<file path="config.mk">
export PLATFORM = sky130hd
export DESIGN_NAME = vuart_bridge
export DESIGN_NICKNAME = d
export VERILOG_FILES = /design/src/rtl/vuart_pkg.sv /design/src/rtl/vuart_fifo.sv /design/src/rtl/vuart_dev_regs.sv /design/src/rtl/vuart_host_regs.sv /design/src/rtl/vuart_bridge.sv
export SDC_FILE = /design/constraint.sdc
export NUM_CORES = 1
export LEC_CHECK = 0
export BUFFER_PORTS_ARGS = -buffer_cell sky130_fd_sc_hd__buf_2
export CORE_ASPECT_RATIO = 0.5
export CORE_MARGIN = 3
export CORE_UTILIZATION = 55
export DETAILED_ROUTE_END_ITERATION = 8
export GPL_TIMING_DRIVEN = 0
export PLACE_DENSITY = 0.85
export SETUP_SLACK_MARGIN = 0.4
export SYNTH_ARGS = -nofsm -noshare
export SYNTH_HDL_FRONTEND = slang
export SYNTH_SLANG_ARGS = --single-unit
</file>
<file path="constraint.sdc">
create_clock -name clk -period 3.97 [get_ports clk]
set_clock_uncertainty 0.05 [all_clocks]
set_input_delay 0.5955 -clock clk [delete_from_list [all_inputs] [get_ports clk]]
set_output_delay 0.5955 -clock clk [all_outputs]
set_load 0.02 [all_outputs]
</file>
<file path="src/rtl/vuart_pkg.sv">
package vuart_pkg;
  localparam int WORD_W      = 32;
  localparam int BYTE_W      = 8;
  localparam int CNT_FIELD_W = 16;
  localparam int MAX_DEPTH   = 65535;

  // register offsets
  localparam int OFF_DEV_STATUS = 'h00;
  localparam int OFF_DEV_TXD    = 'h08;
  localparam int OFF_DEV_RXD    = 'h0C;
  localparam int OFF_HOST_TX    = 'h10;
  localparam int OFF_HOST_RX    = 'h14;

  // host receive word: count[24:9], valid[8], data[7:0]
  function automatic logic [WORD_W-1:0] pack_host_rx(input logic valid,
                                                     input logic [BYTE_W-1:0] data,
                                                     input logic [CNT_FIELD_W-1:0] remain);
    if (!valid) return '0;
    return {7'd0, remain, 1'b1, data};
  endfunction

  // host transmit word: can-accept[8], held byte[7:0]
  function automatic logic [WORD_W-1:0] pack_host_tx(input logic can_accept,
                                                     input logic [BYTE_W-1:0] held);
    return {23'd0, can_accept, held};
  endfunction

  // device status word: rx ready[1], tx busy[0]
  function automatic logic [WORD_W-1:0] pack_status(input logic rx_ready,
                                                    input logic tx_busy);
    return {30'd0, rx_ready, tx_busy};
  endfunction

  // occupancy left once the head byte is taken
  function automatic logic [CNT_FIELD_W-1:0] remain_after_pop(input logic [CNT_FIELD_W-1:0] occ);
    return occ - CNT_FIELD_W'(1);
  endfunction
endpackage

</file>
<file path="src/rtl/vuart_fifo.sv">
module vuart_fifo #(
  parameter int DEPTH = 16,
  parameter int W     = 8,
  localparam int PW   = (DEPTH > 1) ? $clog2(DEPTH) : 1,
  localparam int CW   = $clog2(DEPTH + 1)
) (
  input  logic          clk,
  input  logic          rst_n,
  input  logic          push,
  input  logic [W-1:0]  din,
  input  logic          pop,
  output logic [W-1:0]  head,
  output logic [CW-1:0] count,
  output logic          full,
  output logic          empty,
  output logic          push_ok,
  output logic          pop_ok
);
  logic [W-1:0]  mem [DEPTH];
  logic [PW-1:0] wr_ptr, rd_ptr;
  logic [PW-1:0] wr_nxt, rd_nxt;

  assign full    = (count == CW'(DEPTH));
  assign empty   = (count == '0);
  assign push_ok = push & ~full;
  assign pop_ok  = pop & ~empty;
  assign head    = mem[rd_ptr];

  generate
    if (DEPTH == 1) begin : g_single
      assign wr_nxt = '0;
      assign rd_nxt = '0;
    end else begin : g_wrap
      assign wr_nxt = (wr_ptr == PW'(DEPTH - 1)) ? '0 : wr_ptr + PW'(1);
      assign rd_nxt = (rd_ptr == PW'(DEPTH - 1)) ? '0 : rd_ptr + PW'(1);
    end
  endgenerate

  always_ff @(posedge clk) begin
    if (!rst_n) begin
      wr_ptr <= '0;
      rd_ptr <= '0;
      count  <= '0;
    end else begin
      if (push_ok) wr_ptr <= wr_nxt;
      if (pop_ok)  rd_ptr <= rd_nxt;
      case ({push_ok, pop_ok})
        2'b10:   count <= count + CW'(1);
        2'b01:   count <= count - CW'(1);
        default: count <= count;
      endcase
    end
  end

  always_ff @(posedge clk) begin
    if (push_ok) mem[wr_ptr] <= din;
  end

  // a full queue stays full until something is read out
  p_full_hold_r8: assert property (@(posedge clk) disable iff (!rst_n)
    (full && !pop) |=> full);
  // an empty queue stays empty until something is written
  p_empty_hold_r7: assert property (@(posedge clk) disable iff (!rst_n)
    (empty && !push) |=> empty);
endmodule

</file>
<file path="src/rtl/vuart_dev_regs.sv">
module vuart_dev_regs
  import vuart_pkg::*;
#(
  parameter int AW = 5
) (
  input  logic              clk,
  input  logic              rst_n,
  input  logic              wr,
  input  logic              rd,
  input  logic [AW-1:0]     addr,
  input  logic [BYTE_W-1:0] wdata,
  output logic [WORD_W-1:0] rdata,
  input  logic              host_load,
  input  logic [BYTE_W-1:0] host_byte,
  input  logic              q_full,
  output logic              rx_ready,
  output logic [BYTE_W-1:0] rx_byte,
  output logic              push,
  output logic [BYTE_W-1:0] push_byte
);
  logic hit_status, hit_txd, hit_rxd, rx_take;

  assign hit_status = (addr == AW'(OFF_DEV_STATUS));
  assign hit_txd    = (addr == AW'(OFF_DEV_TXD));
  assign hit_rxd    = (addr == AW'(OFF_DEV_RXD));
  assign push       = wr & hit_txd;
  assign push_byte  = wdata;
  assign rx_take    = rd & hit_rxd;

  always_ff @(posedge clk) begin
    if (!rst_n) begin
      rx_ready <= 1'b0;
      rx_byte  <= '0;
    end else if (host_load) begin
      rx_ready <= 1'b1;
      rx_byte  <= host_byte;
    end else if (rx_take) begin
      rx_ready <= 1'b0;
    end
  end

  always_ff @(posedge clk) begin
    if (!rst_n) begin
      rdata <= '0;
    end else if (rd) begin
      if (hit_status)   rdata <= pack_status(rx_ready, q_full);
      else if (hit_rxd) rdata <= {{(WORD_W-BYTE_W){1'b0}}, rx_byte};
      else              rdata <= '0;
    end
  end

  p_load_sets_ready_r2: assert property (@(posedge clk) disable iff (!rst_n)
    host_load |=> (rx_ready && rx_byte == $past(host_byte)));
  p_take_clears_r4: assert property (@(posedge clk) disable iff (!rst_n)
    (rx_take && !host_load) |=> !rx_ready);
endmodule

</file>
<file path="src/rtl/vuart_host_regs.sv">
module vuart_host_regs
  import vuart_pkg::*;
#(
  parameter int AW = 5,
  parameter int CW = 5
) (
  input  logic              clk,
  input  logic              rst_n,
  input  logic              wr,
  input  logic              rd,
  input  logic [AW-1:0]     addr,
  input  logic [BYTE_W-1:0] wdata,
  output logic [WORD_W-1:0] rdata,
  input  logic              dev_rx_ready,
  input  logic [BYTE_W-1:0] held_byte,
  input  logic [BYTE_W-1:0] q_head,
  input  logic [CW-1:0]     q_count,
  input  logic              q_empty,
  output logic              load,
  output logic [BYTE_W-1:0] load_byte,
  output logic              drop,
  output logic              pop
);
  logic hit_tx, hit_rx;
  logic [CNT_FIELD_W-1:0] occ16;

  assign hit_tx    = (addr == AW'(OFF_HOST_TX));
  assign hit_rx    = (addr == AW'(OFF_HOST_RX));
  assign load      = wr & hit_tx & ~dev_rx_ready;
  assign drop      = wr & hit_tx & dev_rx_ready;
  assign load_byte = wdata;
  assign pop       = rd & hit_rx & ~q_empty;
  assign occ16     = CNT_FIELD_W'(q_count);

  always_ff @(posedge clk) begin
    if (!rst_n) begin
      rdata <= '0;
    end else if (rd) begin
      if (hit_tx)      rdata <= pack_host_tx(~dev_rx_ready, held_byte);
      else if (hit_rx) rdata <= pack_host_rx(~q_empty, q_head, remain_after_pop(occ16));
      else             rdata <= '0;
    end
  end

  p_empty_read_r7: assert property (@(posedge clk) disable iff (!rst_n)
    (rd && hit_rx && q_empty) |=> (rdata == '0));
  p_tx_ready_flag_r4: assert property (@(posedge clk) disable iff (!rst_n)
    (rd && hit_tx) |=> (rdata[8] == !$past(dev_rx_ready)));
endmodule

</file>
<file path="src/rtl/vuart_bridge.sv">
module vuart_bridge
  import vuart_pkg::*;
#(
  parameter int DEPTH = 16,
  parameter int AW    = 5
) (
  input  logic              clk,
  input  logic              rst_n,
  input  logic              dev_wr,
  input  logic              dev_rd,
  input  logic [AW-1:0]     dev_addr,
  input  logic [7:0]        dev_wdata,
  output logic [31:0]       dev_rdata,
  input  logic              host_wr,
  input  logic              host_rd,
  input  logic [AW-1:0]     host_addr,
  input  logic [7:0]        host_wdata,
  output logic [31:0]       host_rdata
);
  localparam int CW = $clog2(DEPTH + 1);

  logic              host_load, host_drop, host_pop;
  logic [BYTE_W-1:0] load_byte, rx_byte, push_byte, q_head;
  logic              rx_ready, dev_push;
  logic              q_full, q_empty, q_push_ok, q_pop_ok;
  logic [CW-1:0]     q_count;

  vuart_dev_regs #(.AW(AW)) u_dev (
    .clk(clk), .rst_n(rst_n), .wr(dev_wr), .rd(dev_rd), .addr(dev_addr),
    .wdata(dev_wdata), .rdata(dev_rdata), .host_load(host_load),
    .host_byte(load_byte), .q_full(q_full), .rx_ready(rx_ready),
    .rx_byte(rx_byte), .push(dev_push), .push_byte(push_byte)
  );

  vuart_fifo #(.DEPTH(DEPTH), .W(BYTE_W)) u_q (
    .clk(clk), .rst_n(rst_n), .push(dev_push), .din(push_byte),
    .pop(host_pop), .head(q_head), .count(q_count), .full(q_full),
    .empty(q_empty), .push_ok(q_push_ok), .pop_ok(q_pop_ok)
  );

  vuart_host_regs #(.AW(AW), .CW(CW)) u_host (
    .clk(clk), .rst_n(rst_n), .wr(host_wr), .rd(host_rd), .addr(host_addr),
    .wdata(host_wdata), .rdata(host_rdata), .dev_rx_ready(rx_ready),
    .held_byte(rx_byte), .q_head(q_head), .q_count(q_count),
    .q_empty(q_empty), .load(host_load), .load_byte(load_byte),
    .drop(host_drop), .pop(host_pop)
  );

  p_drop_keeps_byte_r3: assert property (@(posedge clk) disable iff (!rst_n)
    host_drop |=> ($stable(rx_byte) && rx_ready));
  p_count_field_r6: assert property (@(posedge clk) disable iff (!rst_n)
    (q_pop_ok && !q_push_ok) |=> (host_rdata[24:9] == CNT_FIELD_W'(q_count)));
  p_full_drops_push_r8: assert property (@(posedge clk) disable iff (!rst_n)
    (dev_push && q_full && !host_pop) |=> (q_count == $past(q_count)));
endmodule

</file>
# Yosys cells after proc, flatten, opt, wreduce, memory -nomap -nowiden
# Memories as Yosys holds them, arrays and structs flattened. A register that Yosys moved wholly into a read port is not among the register bits.
# Cells that the tools add are included.
# totals
wordCells	57
memories	1
register_bits	86
ram_bits	128
out_inout_bits	64
input_bits	32
# op_classes
n_addsub	5
mux	20
reduce_logical	4
n_eq_ne	9
bitwise	11
# mem_list
memory	depth	width	rd	rd_ports_with_merged_regs	wr	line_no	text
u_q.mem	16	8	1	1	1	vuart_fifo.sv:19	logic [W-1:0] mem [DEPTH];
# op_table
cell	count
32-bit 2-to-1 mux	5
4-bit 2-to-1 mux	4
5-bit == test (second input constant)	3
5-bit by 4-bit == test with 1-bit output (second input constant)	2
5-bit zero test	2
5-bit one-hot mux with 2 select lines	1
1-bit 2-to-1 mux	9
4-bit by 1-bit adder with 4-bit output (second input constant)	2
1-bit bitwise AND	8
4-bit == test (second input constant)	2
8-bit 2-to-1 mux	1
5-bit by 1-bit subtractor with 6-bit output (second input constant)	1
5-bit by 1-bit adder with 5-bit output (second input constant)	1
5-bit by 1-bit subtractor with 5-bit output (second input constant)	1
2-bit nonzero test	2
1-bit inverter	3
2-bit by 1-bit == test with 1-bit output (second input constant)	1
2-bit == test (second input constant)	1

# Longest topological paths before layout
# logic_depth
word_depth	9
ltp_mapped	15
depth_no_buf	12

# Hierarchy
# From an unflattened synthesis, not the netlist that was laid out.
# hier_totals
cells_unflattened	545
hier_area_um2	7777.5
# by_module_without_submodules
module	cells_each	seq_area_each_um2	area_per_inst_um2	n_inst
vuart_fifo	326	4184.0	5853.1	1
vuart_host_regs	116	300.3	964.7	1
vuart_dev_regs	103	340.3	959.7	1

# Worst setup path before layout
# No wires, ideal clock.
# synth_timing
path_type	input to register
start	input port host_addr[1]
end	register u_q.count[4]
t_arrival_ns	3.320
setup_slack_ns	0.528
required_time_ns	3.848
n_path_buf	2
setup_ns	0.072
stages	12
path_cell_list	or4b_4 nand4bb_1 buf_2 inv_2 ha_1 clkbuf_1 xor2_1 ha_1 or3b_2 a211o_1 a21oi_1 mux2i_1
# synth_via
elab_chain_cells	6
elab_cells_between_ends	8
# synth_lines
item	line_no	text
start: declaration	vuart_bridge.sv:16	input logic [AW-1:0] host_addr,
5-bit == test (*)	vuart_host_regs.sv:28	assign hit_rx = (addr == AW'(OFF_HOST_RX));
1-bit bitwise AND (*) (2 in a row)	vuart_host_regs.sv:32	assign pop = rd & hit_rx & ~q_empty;
1-bit bitwise AND (*)	vuart_fifo.sv:26	assign pop_ok = pop & ~empty;
2-bit by 1-bit == test with 1-bit output or 2-bit == test (tied branches)	vuart_fifo.sv:47	case ({push_ok, pop_ok})
5-bit one-hot mux with 2 select lines or 2-bit nonzero test (tied branches)	n/a	
end signal: assignment	vuart_fifo.sv:48	2'b10: count <= count + CW'(1);
end signal: assignment	vuart_fifo.sv:49	2'b01: count <= count - CW'(1);
end signal: assignment	vuart_fifo.sv:50	default: count <= count;
end: declaration	vuart_fifo.sv:13	output logic [CW-1:0] count,
# Every way passes the cells marked *; elsewhere a longest branch is shown, timed or not.
# A chain may end at the register's enable or synchronous reset.

# Worst setup path after layout
# layout_timing
start	register u_q.count[1]
end	register u_q.count[4]
# layout_via
elab_chain_cells	6
elab_cells_between_ends	13
# layout_lines
item	line_no	text
5-bit zero test	vuart_fifo.sv:24	assign empty = (count == '0);
1-bit inverter	vuart_fifo.sv:26, vuart_host_regs.sv:32	
1-bit bitwise AND	vuart_host_regs.sv:32	
1-bit bitwise AND	vuart_fifo.sv:26	
2-bit by 1-bit == test with 1-bit output or 2-bit == test (tied branches)	vuart_fifo.sv:47	
5-bit one-hot mux with 2 select lines or 2-bit nonzero test (tied branches)	n/a	
# Parallel ways exist; a longest one is shown, timed or not.

==> summary.md <==
| Metric | Value |
|---|---|
| Iteration-0 DRC Markers | 530 |
| Slew headroom | 0.312 |
| Synth Register Bits | 177 |
| Simple-gate share of the synthesized area | 0.0890 |
| Final Non-Filler Cells | 806 |
| Pwr Density | 425 nW/um^2 |
| Max Cap Violations | 0 |
| Pin count of the biggest net entering global routing | 20 |
| Design area | 8820 sq um |
| Post-synthesis adder-cell area fraction | 0.0167 |
| Placed cells | 773 |
| GRT Overall Usage | 0.238 |
| Met3 Routed Length | 1690 um |
| Ports | 96 |
| Met1 WL | 6980 um |
| CP Capture Type | flip-flop |
| Routed length per placed instance | 21.8 um |
| Metal2 WL | 8390 um |
| Hold Violations, Final | 0 |
| Startpoint types | flip-flop |
| Share of cells above drive strength 1 | 0.308 |
| CP required | 4.27 ns |
| Period Utilization, post-route | 0.864 |
| Flop pwr share | 0.527 |
| # H-tree levels | 4 |
| Place WS | 0.122 ns |
| Die width | 171 um |
| DRC Markers | 0 |
| Initial antenna violation count | 0 |
| Distinct cells, synth | 42 |
| GR Overflow Total | 0 |
| Hold slack | 0.345 ns |
| Placement Cell Area | 8160 sq um |
| Unrepaired setup endpoints after global routing | no |
| Xor/xnor share of the synthesized area | 0.00816 |
| Fmax | 291 MHz |
| Mapped Area | 7510 sq um |
| Top cell type's share of synthesized area | 0.512 |
| Tmin final | 3.43 ns |
| Row count | 29 |
| Nets | 665 |
| Mux cell area share after synthesis | 0.135 |
| Port-buffer cells | 64 |
| Clock slew at reported path FFs | 0.07 ns |
| Post-synth EDFFs | 128 |
| Switch Pwr | 886 uW |
| CP cell instances | clkbuf_2 -> inv_2 -> ha_2 -> nor4b_4 -> nand4bb_4 -> buf_6 -> inv_2 -> ha_1 -> buf_2 -> xor2_1 -> ha_2 -> or3b_2 -> a211o_1 -> a21oi_2 -> mux2i_1 |
| Num CTS Buffers | 17 |
| Crit path buf inv count | 5 |
| Crit path largest cell delay | 0.45 ns |
| Final Wtd Congestion | 0.812 |
| Final Setup Violations | 0 |
| Chip Height | 88.6 um |
| First-pass GRT wire length | 26200 um |
| Synth top cells by count | edfxtp_1 (128), dfxtp_1 (49), buf_4 (41) |
| Top delay family on crit path | simple AND/OR/NAND/NOR gates |
| Hpwl dp | 11300 um |
| Area of the multi-input gates | 2380 sq um |
| Crit-path max FO | 10 |
| WS Path Type | flip-flop to flip-flop |
| Max VDD drop | 0.343 mV |
| Status | complete, no violations |
| Clock Path Buffers | 2 |
| Initial Util | 0.578 |
| Measured slew at the worst slew-check pin | 1.03 ns |
| Core area | 13000 sq um |
| Top cells by area, synth | edfxtp_1 (51%), dfxtp_1 (13%), mux4_2 (9.6%) |
| Worst EP arrival | 3.74 ns |
| Via/cell ratio | 5.89 |
| Critical Path Slowest Stage Cell | or3b_2 |
| Top Layer Used | met4 |
| Main combinational cell family by area after synthesis | multiplexers |
| Switching Share | 0.236 |
| Detailed Route WL | 17500 um |
| Post-Syn Area per Cell | 14.8 sq um |
| Ys async rst share | 0 |
| Most used DFF post-synth | edfxtp_1 |
| Cell with the most instances after synthesis | edfxtp_1 |
| Area leader, netlist | edfxtp_1 |
| Vias | 4747 |
| Cells after Synth | 509 |
| Synth warnings | 0 |
| Worst-Skew Late Latency | 0.43 ns |
| HP Class | primary input to flip-flop |
| Compound-Gate Fraction of Synth Area | 0.0448 |
| Reg area | 4830 sq um |
| Max Slew Vio Count | 0 |
| Sequential area share after synthesis | 0.642 |
| Antenna viol nets, final | 0 |
| Area growth from synthesis to layout | 17.5% |
| Die footprint | 15200 sq um |
| Logic pwr share | 0.032 |
| CTS tree | yes |
| Post-route setup TNS | 0 ns |
| # diodes | 0 |
| Clock share of power | 0.441 |
| Leak | 3.27 nW |
| Filler cells | 838 |
| Root buf cell | clkbuf_16 |
| Clock sinks | 177 |
| DRT Pass-1 Iters | 5 |
| Pint | 2.87 mW |
| Vias in the first global route | 4559 |
| Final worst slack | 0.538 ns |
-- path summary, 6_finish.rpt --
kind,slack (ns),cells past startpoint,startpoint,endpoint
worst max-delay path,0.54,15,u_q.count[1],u_q.count[4]
worst min-delay path,0.35,3,host_wdata[3],u_dev.rx_byte[3]
worst max register to register,0.54,15,u_q.count[1],u_q.count[4]
worst min register to register,0.43,2,u_dev.rdata[1],u_dev.rdata[1]
-- power by group through the flow --
| stage | clock (mW) | combinational, mW | sequential [mW] |
|---|---|---|---|
| after floorplan | 0 | 0.0698 | 2.02 |
| after global placement | 0 | 0.112 | 2.02 |
| after detailed placement | 0 | 0.115 | 2.02 |
| after CTS | 1.65 | 0.116 | 1.98 |
| after global routing | 1.73 | 0.130 | 1.98 |
| final | 1.65 | 0.120 | 1.98 |
-- tightest hold or removal path: stages --
cell and delay (ns):
buf_2 0.08, mux2i_1 0.05, nor2_1 0.07
-- cell type report --
type,instances,area share
multi-input combinational,281,0.270
clock inverter,14,0.0180
clock buffer,18,0.0486
tap,170,0.0241
inverter,12,0.00510
timing repair buffer,65,0.0371
sequential,177,0.547
buffer,69,0.0506
-- sequential cells by signal, summed over array words and instances, names as in the netlist, named ones only --
register,count
u_q.count,5
u_q.wr_ptr,4
u_dev.rdata,8
u_q.rd_ptr,4
u_dev.rx_byte,8
u_host.rdata,15
u_q.mem,128
u_dev.rx_ready,1
-- cell families after synthesis --
kind of cell	after synthesis
DFF	177
and+or+nand+nor	116
buffers and inverters	81
muxes	61
AOI/OAI and AO/OA	56
adders and majority gates	10
xor gates and xnor gates	7
other	1
-- routing by layer --
| metal | up-vias | track usage |
|---|---|---|
| li1 | 2076 | - |
| met3 | 51 | 0.0643 |
| met5 | - | 0 |
| met4 | 0 | 0.0869 |
| met2 | 283 | 0.400 |
| met1 | 2337 | 0.304 |
-- stage by stage --
stage                util  total power, mW
finish              0.679             3.75
floorplan               -             2.09
detailed placement  0.628             2.14
global placement    0.628             2.13
global route        0.679             3.84
CTS                 0.674             3.75
-- repair_timing --
item / CTS / global route
hold buffers: 0 / 0
endpoints found under the hold margin: 0 / 0
gates resized for setup: 4 / 15
setup buffers: 0 / 1
pin swaps: 0 / 2
setup endpoints to repair: 1 / 1
gates cloned: 0 / 0
-- placed cells by master (no fill, tap or decap), types with 5 or more instances in the layout --
cell type,instances
edfxtp_1,128
clkbuf_16,17
a21oi_1,22
ha_1,8
mux2i_1,29
inv_8,6
nand2_1,11
mux4_2,32
o21ai_0,14
buf_4,42
nor2_1,36
clkbuf_1,13
conb_1,31
nor4bb_1,7
xor2_1,5
nor2b_1,18
o221ai_1,8
buf_2,69
nand2b_1,7
inv_1,10
dfxtp_1,48
(Power assumes the default switching activity.)
